--- config.mk ---
export PLATFORM = sky130hd
export DESIGN_NAME = gcd_iter
export DESIGN_NICKNAME = d
export VERILOG_FILES = /design/src/rtl/gcd_pkg.sv /design/src/rtl/gcd_step_sel.sv /design/src/rtl/gcd_regs.sv /design/src/rtl/gcd_iter.sv
export SDC_FILE = /design/constraint.sdc
export NUM_CORES = 1
export LEC_CHECK = 0
export BUFFER_PORTS_ARGS = -buffer_cell sky130_fd_sc_hd__buf_4
export CAP_MARGIN = 20
export CORE_UTILIZATION = 35
export CTS_BUF_LIST = sky130_fd_sc_hd__clkbuf_16
export CTS_CLUSTER_DIAMETER = 100
export DETAILED_ROUTE_END_ITERATION = 7
export HOLD_SLACK_MARGIN = 0.12
export PLACE_DENSITY = 0.66
export SLEW_MARGIN = 5
export SYNTH_ARGS = -nofsm -noshare
export SYNTH_HDL_FRONTEND = slang
export SYNTH_SLANG_ARGS = --single-unit
export TNS_END_PERCENT = 5
--- constraint.sdc ---
create_clock -name clk -period 2.5 [get_ports clk]
set_input_delay 0.25 -clock clk [delete_from_list [all_inputs] [get_ports clk]]
set_output_delay 0.25 -clock clk [all_outputs]
set_load 0.005 [all_outputs]
--- src/rtl/gcd_pkg.sv ---
package gcd_pkg;
    typedef enum logic [1:0] {
        ST_IDLE = 2'd0,
        ST_LOAD = 2'd1,
        ST_SWAP = 2'd2,
        ST_SUB  = 2'd3
    } gcd_step_e;
endpackage

--- src/rtl/gcd_step_sel.sv ---
module gcd_step_sel
    import gcd_pkg::*;
#(
    parameter int WIDTH      = 32,
    parameter bit SIGNED_OPS = 1'b1
) (
    input  logic [WIDTH-1:0] acc_q,
    input  logic [WIDTH-1:0] rem_q,
    input  logic             load_en,
    output gcd_step_e        step
);
    logic acc_gt_rem;
    logic rem_zero;

    assign rem_zero = (rem_q == '0);

    generate
        if (SIGNED_OPS) begin : g_signed_cmp
            assign acc_gt_rem = $signed(acc_q) > $signed(rem_q);
        end else begin : g_unsigned_cmp
            assign acc_gt_rem = acc_q > rem_q;
        end
    endgenerate

    always_comb begin
        step = ST_IDLE;
        if (rem_zero) begin
            if (load_en) step = ST_LOAD;
        end else if (acc_gt_rem) begin
            step = ST_SWAP;
        end else begin
            step = ST_SUB;
        end
    end
endmodule

--- src/rtl/gcd_regs.sv ---
module gcd_regs
    import gcd_pkg::*;
#(
    parameter int WIDTH  = 32,
    parameter bit MERGED = 1'b0
) (
    input  logic             clk,
    input  logic             rst_n,
    input  gcd_step_e        step,
    input  logic [WIDTH-1:0] opnd_a,
    input  logic [WIDTH-1:0] opnd_b,
    output logic [WIDTH-1:0] acc_q,
    output logic [WIDTH-1:0] rem_q
);
    logic [WIDTH-1:0] swap_rem;

    generate
        if (MERGED) begin : g_merged
            assign swap_rem = acc_q - rem_q;
        end else begin : g_separate
            assign swap_rem = acc_q;
        end
    endgenerate

    always_ff @(posedge clk) begin
        if (!rst_n) begin
            acc_q <= '0;
            rem_q <= '0;
        end else begin
            unique case (step)
                ST_IDLE: ;
                ST_LOAD: begin
                    acc_q <= opnd_a;
                    rem_q <= opnd_b;
                end
                ST_SWAP: begin
                    acc_q <= rem_q;
                    rem_q <= swap_rem;
                end
                ST_SUB: rem_q <= rem_q - acc_q;
            endcase
        end
    end

    // a subtract step keeps the first register
    p_sub_keeps_acc_r3: assert property (@(posedge clk) disable iff (!rst_n)
        (step == ST_SUB) |=> $stable(acc_q));

    // a swap step moves the second register into the first
    p_swap_moves_rem_r5: assert property (@(posedge clk) disable iff (!rst_n)
        (step == ST_SWAP) |=> (acc_q == $past(rem_q)));

    generate
        if (MERGED) begin : g_chk_merged
            p_merge_diff_r6: assert property (@(posedge clk) disable iff (!rst_n)
                (step == ST_SWAP) |=> (rem_q == $past(acc_q) - $past(rem_q)));
        end else begin : g_chk_separate
            p_swap_exch_r5: assert property (@(posedge clk) disable iff (!rst_n)
                (step == ST_SWAP) |=> (rem_q == $past(acc_q)));
        end
    endgenerate
endmodule

--- src/rtl/gcd_iter.sv ---
module gcd_iter
    import gcd_pkg::*;
#(
    parameter int WIDTH      = 32,
    parameter bit SIGNED_OPS = 1'b1,
    parameter bit MERGED     = 1'b0
) (
    input  logic             clk,
    input  logic             rst_n,
    input  logic [WIDTH-1:0] opnd_a,
    input  logic [WIDTH-1:0] opnd_b,
    input  logic             load_en,
    output logic             load_rdy,
    output logic [WIDTH-1:0] gcd_out,
    output logic             gcd_rdy
);
    logic [WIDTH-1:0] acc_q;
    logic [WIDTH-1:0] rem_q;
    gcd_step_e        step;
    logic             idle;

    gcd_step_sel #(.WIDTH(WIDTH), .SIGNED_OPS(SIGNED_OPS)) u_sel (
        .acc_q   (acc_q),
        .rem_q   (rem_q),
        .load_en (load_en),
        .step    (step)
    );

    gcd_regs #(.WIDTH(WIDTH), .MERGED(MERGED)) u_regs (
        .clk    (clk),
        .rst_n  (rst_n),
        .step   (step),
        .opnd_a (opnd_a),
        .opnd_b (opnd_b),
        .acc_q  (acc_q),
        .rem_q  (rem_q)
    );

    assign idle = (rem_q == '0);

    always_comb begin
        load_rdy = idle;
        gcd_rdy  = idle;
        gcd_out  = acc_q;
    end

    // an accepted load shows the first operand on the next cycle
    p_load_r2: assert property (@(posedge clk) disable iff (!rst_n)
        (load_en && load_rdy) |=> (gcd_out == $past(opnd_a)));

    // an idle cycle without a load changes nothing
    p_idle_hold_r4: assert property (@(posedge clk) disable iff (!rst_n)
        (load_rdy && !load_en) |=> ($stable(gcd_out) && load_rdy));

    // a busy unit never takes a load step
    p_busy_no_load_r9: assert property (@(posedge clk) disable iff (!rst_n)
        (!load_rdy) |-> (step != ST_LOAD));
endmodule

==> impl_metrics.ini <==
[die]
design.die.area_mm2 = 0.01626
count_of_standard_cell_rows = 45
start_util_pct = 36.00
die-width_um = 127.5
top_level_ports = 101
die_height_um = 127.5
core_mm2 = 0.01531

[detailed_routing]
wirelength_met1_um = 8971
met2_length_um = 9112
number_of_iterations_in_the_first_detailed_routing_pass = 5
drc = 0
dr_wl_met3_um = 1455
topRoutingLayerUsed = met4
ant_nets = 0
detailed_route_via_count = 6277
drtIter0Drc = 415
routedWlPerCell_um = 17.38
wire_length_after_detailed_routing_um = 19990
detailed_route_vias_per_instance = 5.458

[final_layout]
synthToLayoutAreaGrowth_pct = 50.91
layout_cells_sized_above_1_pct = 38.45
antennaDiodeCount = 0
layout_commonest_cell = sky130_fd_sc_hd__buf_4
most_used_cells_in_the_layout_excluding_fill_and_tap_cells = 234 x sky130_fd_sc_hd__buf_4, 78 x sky130_fd_sc_hd__inv_1, 72 x sky130_fd_sc_hd__a21oi_1
layout.cell_area.non_filler_mm2 = 0.008319
nets = 1065

[setup_path]
reg2reg_setup_slack_ns = -0.07
timing.critical_path.slowest_cell_delay_ns = 0.51
slowest_cell_on_the_critical_path = sky130_fd_sc_hd__or4_4
worst_ep_required_time_ns = 2.78
timing.critical_path.to_type = register
crit_type = reg -> reg
worstPathCellList = buf_4 > inv_1 > ha_1 > o211ai_1 > a211oi_4 > o41ai_4 > a21oi_4 > buf_6 > or4_4 > a21oi_2
crit_path_start_kind = register
critical_path_peak_fanout = 4
crit_arrival_ns = 2.85

[flow_run]
timing.max_cap.violations = 0

[cts]
clock-root-buffer = sky130_fd_sc_hd__clkbuf_16
cts-root-to-sink-buffers = 2
cts_tree = done
post_cts_hold_buffer_count = 0
worst_skew_pair.late_latency_ns = 0.34
htree_levels = 3
tritoncts.num_buffers = 9
clock_sinks = 64
clkSlewWorstSetupHoldPaths_ns = 0.06

[place]
gp_congestion = 0.9150
port_buffers = 100
post-dp-hpwl_um = 14770
dpl_cell_area_mm2 = 0.007346

[grt]
via_count_of_the_first_global_routing_pass = 5863
grt_max_degree = 33
grtUsageTotal_pct = 24.15
grt_antenna_before_repair = 0
wire_length_of_the_first_global_routing_pass_um = 30370
grt_remaining_overflow = 0

[sta]
final.period_utilization_pct = 102.9
count_of_pins_over_their_slew_limit = 0
timing.final.crit_period_ns = 2.573
finalHoldViolations = 0
rsz_0062_raised_after_global_routing = yes
aggregate_negative_setup_slack_ns = -0.2318
worst_clock_skew_ns = 0.005597
timing.final.setup_violations = 10
worst_slew_margin_rel_pct = 68.87
fmax_mhz = 388.6
max_slew.worst_pin.slew_ns = 0.4620
final_critical_path_setup_slack_ns = -0.07332

[pwr]
power_per_cell_area_mw_per_mm2 = 1724
power.switching_uw = 6563
comb_power_share_pct = 79.3
share_clk_of_total_power_pct = 8.6
seq_power_share_pct = 12.1
cellInternalPower_uw = 7784
power.share.switching_pct = 45.74
vdd_drop_max_v = 0.0008475
p_leak_uw = 0.003651

[outcome]
violations_in_the_final_reports = negative setup slack
outcome = finished, violations left

[synthesis]
synth.net_count = 861
netlist-cell-type-count = 60
yosys_most_used_dff = sky130_fd_sc_hd__dfxtp_1
synth_async_sr_flop_share_pct = 0
postSynthAreaPerCell_um2 = 7.552
synth-edff-count = 0
register_bit_total_from_synthesis = 64
seq_area_frac_synth_pct = 23.24
synthesis.instances = 730
post_synth_instance_area_mm2 = 0.005513
ys_warn_count = 0

[worst_hold_path]
min-delay-path-class = in -> reg
## synthesized netlist by cell type, drive strengths merged (2+ instances only)
cell type | n | area [um2]
nor3b | 4 | 30.03
o41ai | 2 | 25.03
clkbuf | 24 | 90.09
nor2 | 42 | 157.7
a21o | 19 | 142.6
a211o | 4 | 35.03
nor3 | 3 | 15.01
a31oi | 31 | 193.9
o31ai | 2 | 15.01
xor2 | 6 | 52.55
ha | 63 | 788.3
a22oi | 9 | 67.56
nand4 | 14 | 100.1
dfxtp | 64 | 1281
o21a | 3 | 22.52
nand2b | 4 | 32.53
xnor2 | 18 | 157.7
o22ai | 14 | 87.58
nor2b | 3 | 18.77
a21oi | 84 | 427.9
o21ai | 46 | 234.0
nand3 | 16 | 85.08
a211oi | 11 | 82.58
buf | 31 | 220.2
nor4 | 11 | 83.83
or2 | 5 | 31.28
and2 | 5 | 31.28
o211ai | 21 | 157.7
o221ai | 19 | 166.4
mux2i | 3 | 30.03
and3 | 3 | 18.77
inv | 85 | 319.1
nand2 | 47 | 176.4
## worst paths after layout
path | from | end | cells after the start
max | u_regs.rem_q[1] | u_regs.rem_q[8] | 10
min | opnd_b[1] | u_regs.rem_q[1] | 3
max reg2reg | u_regs.rem_q[1] | u_regs.rem_q[8] | 10
min reg2reg | u_regs.acc_q[22] | u_regs.acc_q[22] | 2
## registers in the layout, indices dropped and copies added (netlist names)
signal and cells:
u_regs.rem_q 32, u_regs.acc_q 32
## through the flow
stage                     power [uW]  instances  setup slack (ns)  hold slack, ns  utilization (%)
after detailed placement       11410       1129           -0.1373          0.4765            47.97
after floorplan                 7967        730           0.02920          0.3804                -
after global routing           15430       1150           -0.1474          0.1545            54.32
after CTS                      13160       1146          -0.01730          0.1296            51.47
final                          14350       1150          -0.07332          0.1452            54.32
after global placement         11360       1129          -0.06024          0.4702            47.97
## cell families after synthesis
family          Yosys count  share of synthesized area (%)
compound gates          274                          31.55
simple gates            159                          14.50
buf+inv                 141                          11.48
fa+ha+maj                64                          14.66
flops                    64                          23.24
xor+xnor                 24                          3.813
mux                       4                         0.7490
## area by class of cell
type / instances / area [um2]
Timing Repair Buffer: 248 / 1971
Sequential cell: 64 / 1299
Fill cell: 1460 / 6995
Multi-Input combinational cell: 525 / 4180
Clock buffer: 9 / 225.2
Clock inverter: 7 / 52.55
Inverter: 86 / 327.8
Tap cell: 211 / 264.0
## worst max-delay path, delay by kind of cell (launching register included)
kind,cells,cell delay (ns)
DFF,1,0.39
adders and majority gates,1,0.17
and+or+nand+nor,1,0.51
AOI/OAI and AO/OA,5,1.13
buffers and inverters,3,0.31
## timing repair
action,4_1_cts,5_1_grt
pin swaps,10,25
buffers inserted,1,3
cloned,0,1
endpoints found under the setup margin,63,66
gates resized for setup,47,83
## per-layer routing
| layer | up-vias | track usage, % |
|---|---|---|
| li1 | 3023 | - |
| met1 | 2969 | 33.01 |
| met2 | 258 | 37.99 |
| met3 | 27 | 4.732 |
| met4 | 0 | 7.773 |
| met5 | - | 0 |
## power groups by stage
stage / combinational [uW] / clock [uW] / sequential [uW]
after floorplan: 6250 / 0 / 1720
after global placement: 9710 / 0 / 1650
after detailed placement: 9750 / 0 / 1660
after CTS: 10200 / 1250 / 1680
after global routing: 12400 / 1300 / 1780
final: 11400 / 1240 / 1740
Note: power is estimated with default switching activity, not from simulation.
